`src/rtl/pic_pkg.sv`:
```
package pic_pkg;

    localparam int LVL_W   = 2;
    localparam int NUM_LVL = 4;
    localparam int NUM_EXT = 2;

    typedef enum logic [1:0] {
        ST_IDLE = 2'd0,
        ST_REQ  = 2'd1,
        ST_DONE = 2'd2
    } pic_state_e;

endpackage

```
`src/rtl/pic_ext_cond.sv`:
```
module pic_ext_cond (
    input  logic clk,
    input  logic rst_n,
    input  logic pin_n,
    input  logic edge_mode,
    input  logic lowpwr,
    input  logic ack_hit,
    output logic pend
);

    logic prev_q;
    logic sticky_q;
    logic fall;

    // edge detection only possible while clocks run normally
    assign fall = edge_mode & ~lowpwr & prev_q & ~pin_n;

    always_ff @(posedge clk or negedge rst_n) begin
        if (!rst_n) begin
            prev_q   <= 1'b1;
            sticky_q <= 1'b0;
        end else begin
            prev_q <= pin_n;
            if (fall) begin
                sticky_q <= 1'b1;
            end else if (ack_hit || !edge_mode) begin
                sticky_q <= 1'b0;
            end
        end
    end

    always_comb begin
        if (lowpwr || !edge_mode) begin
            pend = ~pin_n;
        end else begin
            pend = sticky_q | fall;
        end
    end

endmodule

```
`src/rtl/pic_lvl_enc.sv`:
```
module pic_lvl_enc #(
    parameter int NUM_SRC = 82,
    parameter int SRC_W   = 7
) (
    input  logic [NUM_SRC-1:0] req,
    output logic               any,
    output logic [SRC_W-1:0]   num
);

    always_comb begin
        num = '0;
        for (int i = NUM_SRC - 1; i >= 0; i--) begin
            if (req[i]) begin
                num = SRC_W'(i);
            end
        end
        any = |req;
    end

endmodule

```
`src/rtl/pic_lvl_pick.sv`:
```
module pic_lvl_pick
    import pic_pkg::*;
#(
    parameter int SRC_W = 7
) (
    input  logic [NUM_LVL-1:0]            any,
    input  logic [NUM_LVL-1:0][SRC_W-1:0] nums,
    output logic                          valid,
    output logic [LVL_W-1:0]              lvl,
    output logic [SRC_W-1:0]              num
);

    always_comb begin
        valid = 1'b0;
        lvl   = '0;
        num   = '0;
        for (int l = 0; l < NUM_LVL; l++) begin
            if (any[l]) begin
                valid = 1'b1;
                lvl   = LVL_W'(l);
                num   = nums[l];
            end
        end
    end

endmodule

```
`src/rtl/prio_irq_ctrl.sv`:
```
module prio_irq_ctrl
    import pic_pkg::*;
#(
    parameter int NUM_SRC   = 82,
    parameter int EXT_A_IDX = 0,
    parameter int EXT_B_IDX = 1,
    localparam int SRC_W    = $clog2(NUM_SRC)
) (
    input  logic                     clk,
    input  logic                     rst_n,
    input  logic                     ctrl_en,
    input  logic                     lowpwr,
    input  logic [NUM_SRC-1:0]       src_req,
    input  logic [NUM_SRC-1:0]       src_en,
    input  logic [LVL_W*NUM_SRC-1:0] src_lvl,
    input  logic                     ext_a_n,
    input  logic                     ext_b_n,
    input  logic [NUM_EXT-1:0]       ext_edge,
    input  logic [LVL_W-1:0]         sr_mask,
    input  logic                     iack,
    output logic                     irq_req,
    output logic [SRC_W-1:0]         irq_vec,
    output logic [LVL_W-1:0]         irq_lvl,
    output logic                     wake_req
);

    pic_state_e state_q, state_d;

    logic [SRC_W-1:0]   vec_q;
    logic [LVL_W-1:0]   lvl_q;
    logic [NUM_SRC-1:0] en_snap_q;

    logic [NUM_EXT-1:0] ext_pin_n;
    logic [NUM_EXT-1:0] ext_pend;
    logic [NUM_SRC-1:0] raw_pend;
    logic [NUM_SRC-1:0] qual;

    logic [NUM_LVL-1:0][NUM_SRC-1:0] lvl_req;
    logic [NUM_LVL-1:0]              lvl_any;
    logic [NUM_LVL-1:0][SRC_W-1:0]   lvl_num;

    logic             win_valid;
    logic [LVL_W-1:0] win_lvl;
    logic [SRC_W-1:0] win_num;
    logic             allowed;
    logic             take;

    assign ext_pin_n = {ext_b_n, ext_a_n};

    // external pin conditioning
    for (genvar g = 0; g < NUM_EXT; g++) begin : g_ext
        localparam int IDX = (g == 0) ? EXT_A_IDX : EXT_B_IDX;
        logic ack_hit;
        assign ack_hit = (state_q == ST_REQ) && iack && (vec_q == SRC_W'(IDX));
        pic_ext_cond u_cond (
            .clk       (clk),
            .rst_n     (rst_n),
            .pin_n     (ext_pin_n[g]),
            .edge_mode (ext_edge[g]),
            .lowpwr    (lowpwr),
            .ack_hit   (ack_hit),
            .pend      (ext_pend[g])
        );
    end

    always_comb begin
        raw_pend            = src_req;
        raw_pend[EXT_A_IDX] = ext_pend[0];
        raw_pend[EXT_B_IDX] = ext_pend[1];
        qual                = raw_pend & src_en;
    end

    // level membership decode
    always_comb begin
        for (int l = 0; l < NUM_LVL; l++) begin
            for (int i = 0; i < NUM_SRC; i++) begin
                lvl_req[l][i] = qual[i] && (src_lvl[LVL_W*i +: LVL_W] == LVL_W'(l));
            end
        end
    end

    for (genvar l = 0; l < NUM_LVL; l++) begin : g_enc
        pic_lvl_enc #(
            .NUM_SRC (NUM_SRC),
            .SRC_W   (SRC_W)
        ) u_enc (
            .req (lvl_req[l]),
            .any (lvl_any[l]),
            .num (lvl_num[l])
        );
    end

    pic_lvl_pick #(
        .SRC_W (SRC_W)
    ) u_pick (
        .any   (lvl_any),
        .nums  (lvl_num),
        .valid (win_valid),
        .lvl   (win_lvl),
        .num   (win_num)
    );

    assign allowed = win_valid && ((win_lvl >= sr_mask) || (win_lvl == 2'd3));
    assign take    = ctrl_en && allowed;

    // state register
    always_ff @(posedge clk or negedge rst_n) begin
        if (!rst_n) begin
            state_q <= ST_IDLE;
        end else begin
            state_q <= state_d;
        end
    end

    // next state
    always_comb begin
        state_d = state_q;
        unique case (state_q)
            ST_IDLE: if (take)          state_d = ST_REQ;   // T_RAISE
            ST_REQ: begin
                if (!ctrl_en)           state_d = ST_IDLE;  // T_WITHDRAW
                else if (iack)          state_d = ST_DONE;  // T_ACK
            end
            ST_DONE:                    state_d = ST_IDLE;  // T_REARM
            default:                    state_d = ST_IDLE;
        endcase
    end

    // vector capture
    always_ff @(posedge clk or negedge rst_n) begin
        if (!rst_n) begin
            vec_q <= '0;
            lvl_q <= '0;
        end else if (state_q == ST_IDLE && take) begin
            vec_q <= win_num;
            lvl_q <= win_lvl;
        end
    end

    // enables frozen on entry to low power
    always_ff @(posedge clk or negedge rst_n) begin
        if (!rst_n) begin
            en_snap_q <= '0;
        end else if (!lowpwr) begin
            en_snap_q <= src_en;
        end
    end

    // outputs
    always_comb begin
        irq_req  = (state_q == ST_REQ);
        irq_vec  = vec_q;
        irq_lvl  = lvl_q;
        wake_req = lowpwr && |(raw_pend & en_snap_q);
    end

endmodule

```
`config.mk`:
```
export PLATFORM = sky130hd
export DESIGN_NAME = prio_irq_ctrl
export DESIGN_NICKNAME = d
export VERILOG_FILES = /design/src/rtl/pic_pkg.sv /design/src/rtl/pic_ext_cond.sv /design/src/rtl/pic_lvl_enc.sv /design/src/rtl/pic_lvl_pick.sv /design/src/rtl/prio_irq_ctrl.sv
export SDC_FILE = /design/constraint.sdc
export NUM_CORES = 1
export LEC_CHECK = 0
export ABC_AREA = 1
export CAP_MARGIN = 5
export CORE_ASPECT_RATIO = 1.5
export CORE_MARGIN = 3
export CORE_UTILIZATION = 39
export CTS_CLUSTER_SIZE = 25
export DETAILED_ROUTE_END_ITERATION = 8
export DONT_BUFFER_PORTS = 1
export GPL_TIMING_DRIVEN = 0
export PLACE_DENSITY = 0.63
export SYNTH_ARGS = -nofsm -noshare
export SYNTH_HDL_FRONTEND = slang
export SYNTH_SLANG_ARGS = --single-unit
```
`constraint.sdc`:
```
create_clock -name clk -period 3.6 [get_ports clk]
set_input_delay 0.9 -clock clk [delete_from_list [all_inputs] [get_ports clk]]
set_output_delay 0.9 -clock clk [all_outputs]
set_load 0.01 [all_outputs]
```
==> run summary <==
initial core utilization - 39.9%
Routed Antenna Nets - 0
clock period minus worst slack - 5.40 ns
Required @ worst endpoint - 3.93 ns
root buf cell - clkbuf_16
M3 GR Usage - 6.04%
status - finished, violations left
Die Y - 217 um
Die W - 146 um
dpl hpwl - 37600 um
Post-synth EDFFs - 0
Arrival @ worst endpoint - 5.72 ns
Congestion Overflow GR - 0
Clock Skew - 0.0106 ns
met2 GRT Util - 51.7%
Synth top cells by count - nand2_1 (969), inv_1 (446), nor3_1 (247)
met1 global-route usage - 26.6%
main area contributors after synthesis - nand2_1 (32%), dfrtp_1 (21%), inv_1 (15%), nor3_1 (11%), nor2_1 (7.8%)
GR peak layer - met2
Area Overhead vs Synth - 13.6%
register bit count reported by yosys - 97
Mapped Area - 11500 um2
Synth area leader - nand2_1
# setup viols final - 3
core area - 28900 um2
CP top delay family - simple AND/OR/NAND/NOR gates
DRT Pass-1 Iters - 5
sequential-to-total area share from yosys stat - 21.1%
Pleak - 7.36 nW
final setup TNS - -2.36 ns
Gate Count Post-Synth - 2256
commonest register cell after synthesis - dfrtp_1
drt via density - 5.15
Port Buffers - 0
crit start category - input port
Area after DPL - 12200 um2
via count - 13800
Mapped Nets - 2597
initial antenna violation count - 0
worst slew pin tran - 0.737 ns
setup ws final - -1.80 ns
share of cells above drive strength 1 - 7.16%
top cell type's share of synthesized area - 31.5%
Clock Pin Slew Worst Setup and Hold Paths - 0.09 ns
violated checks - negative setup slack
H-Tree Depth - 3
worst skew pair latency - 0.39 ns
CTS Hold Bufs - 0
Routability Congestion - 0.963
first-pass GRT wire length - 68300 um
Synth Area per Inst - 5.12 um2
max-cap violations - 0
diode count - 0
worst reg2reg setup slack - 0.26 ns
Worst path most repeated cell - nand2_1
TritonCTS clock tree - done
Fin. Hold Viols - 0
Critical Path Sink Type - flop
Hold Path Class - in2async
Finished Cell Area - 13100 um2
Routed WL - 44100 um
fmax - 185 MHz
synth unique cells - 43
RSZ-0062 raised after global routing - yes
CP max stage delay - 0.10 ns
max-slew violations - 0
crit path kind - in2reg
fraction of registers with async set/reset - 100%
largest net degree at the start of global routing - 98
Tcrit/Tclk final - 150%
worst-path maximum fanout - 2
Fillers - 3262
Slew HR - 50.8%
Warnings, synthesis - 0
vias in the first global route - 13800
CTS buffer count - 9
Total GRT Usage - 27.1%
nets@finish - 2627
Max Root-Sink Buffers - 2
VDD IR max - 0.237 mV
most instantiated library cell after synthesis - nand2_1
Site Rows - 76
CP max stage cell - a21oi_2
DRT iter0 DRCs - 752
power per cell area - 289 nW/um2
drt drc - 0
Top Ports - 350
clock sinks - 97
crit path buf inv count - 1
wire length per cell - 16.4 um
die area - 31700 um2
## layout make-up
type / count / area (um2) / share of cell area, %
inverter: 449 / 1750 / 13.3
clock buffer: 9 / 225 / 1.72
sequential: 97 / 2430 / 18.5
buffer: 19 / 104 / 0.792
clock inverter: 7 / 73.8 / 0.563
tap: 390 / 488 / 3.72
timing repair buffer: 19 / 154 / 1.17
multi-input combinational: 1691 / 7890 / 60.2
## path summary, 6_finish.rpt
check	start	endpoint	cells past startpoint
worst min register to register	en_snap_q[24]	en_snap_q[24]	2
max in group asynchronous	rst_n	g_ext[0].u_cond.prev_q	0
worst max-delay path	src_req[80]	irq_vec[0]	87
worst max register to register	g_ext[1].u_cond.prev_q	irq_vec[4]	22
worst min-delay path	rst_n	en_snap_q[2]	0
min in group clk	en_snap_q[24]	en_snap_q[24]	2
## cell usage in the layout (no fill, tap or decap), types with 3 or more instances in the layout
master and n:
nor3_1 226, nand2_1 938, inv_6 4, a21oi_1 6
buf_6 3, o21bai_1 8, nand2_2 28, nand3_2 4
a21oi_2 4, a22o_1 10, nor3_2 16, dfrtp_1 95
nand3_4 3, inv_1 430, a221oi_1 18, clkbuf_1 17
nand3_1 21, inv_8 3, o21ai_0 12, nand2_4 5
clkbuf_16 10, nand4_1 89, inv_2 13, buf_4 16
o31ai_1 3, nor3_4 5, nor2_4 12, a31oi_1 13
nor2_1 216, nor2_2 13
## state kept, by name, summed over array words and instances (netlist names)
signal and cells:
en_snap_q 82, g_ext.u_cond.prev_q 2, g_ext.u_cond.sticky_q 2, irq_lvl 2, irq_vec 7, state_q 2
## stage by stage
stage / cells / worst slack [ns] / total power, mW / hold slack (ns) / util (%)
after global routing: 2681 / -2.53 / 4.09 / 0.179 / 45.3
after floorplan: 2256 / -1.28 / 2.29 / 0.449 / -
after detailed placement: 2646 / -2.28 / 2.68 / 0.466 / 42.1
after global placement: 2646 / -2.28 / 2.66 / 0.462 / 42.1
final: 2681 / -1.80 / 3.79 / 0.201 / 45.3
after CTS: 2670 / -1.82 / 3.77 / 0.179 / 43.9
## repair_timing
action	4_1_cts	5_1_grt
endpoints found under the setup margin	10	11
gates resized for setup	33	100
setup buffers	8	12
pin swaps	18	40
## power breakdown
group | internal [mW] | switching [mW]
registers | 1.20 | 0.0999
clock network | 0.496 | 0.543
logic | 0.501 | 0.948
total | 2.20 | 1.59
## routing by layer
metal	up-vias	share of wire (%)
li1	7080	-
met1	6112	34
met2	478	53
met3	136	6.9
met4	0	5.5
met5	-	0
## cells by family (layout without fill, tap and decap cells)
logic type	Yosys count	in the layout	share of synthesized area, %
compound gates	104	104	6.57
fa+ha+maj	2	2	0.217
buf+inv	468	503	15.2
flops	97	97	21.1
simple gates	1585	1585	56.9
(Power assumes the default switching activity.)
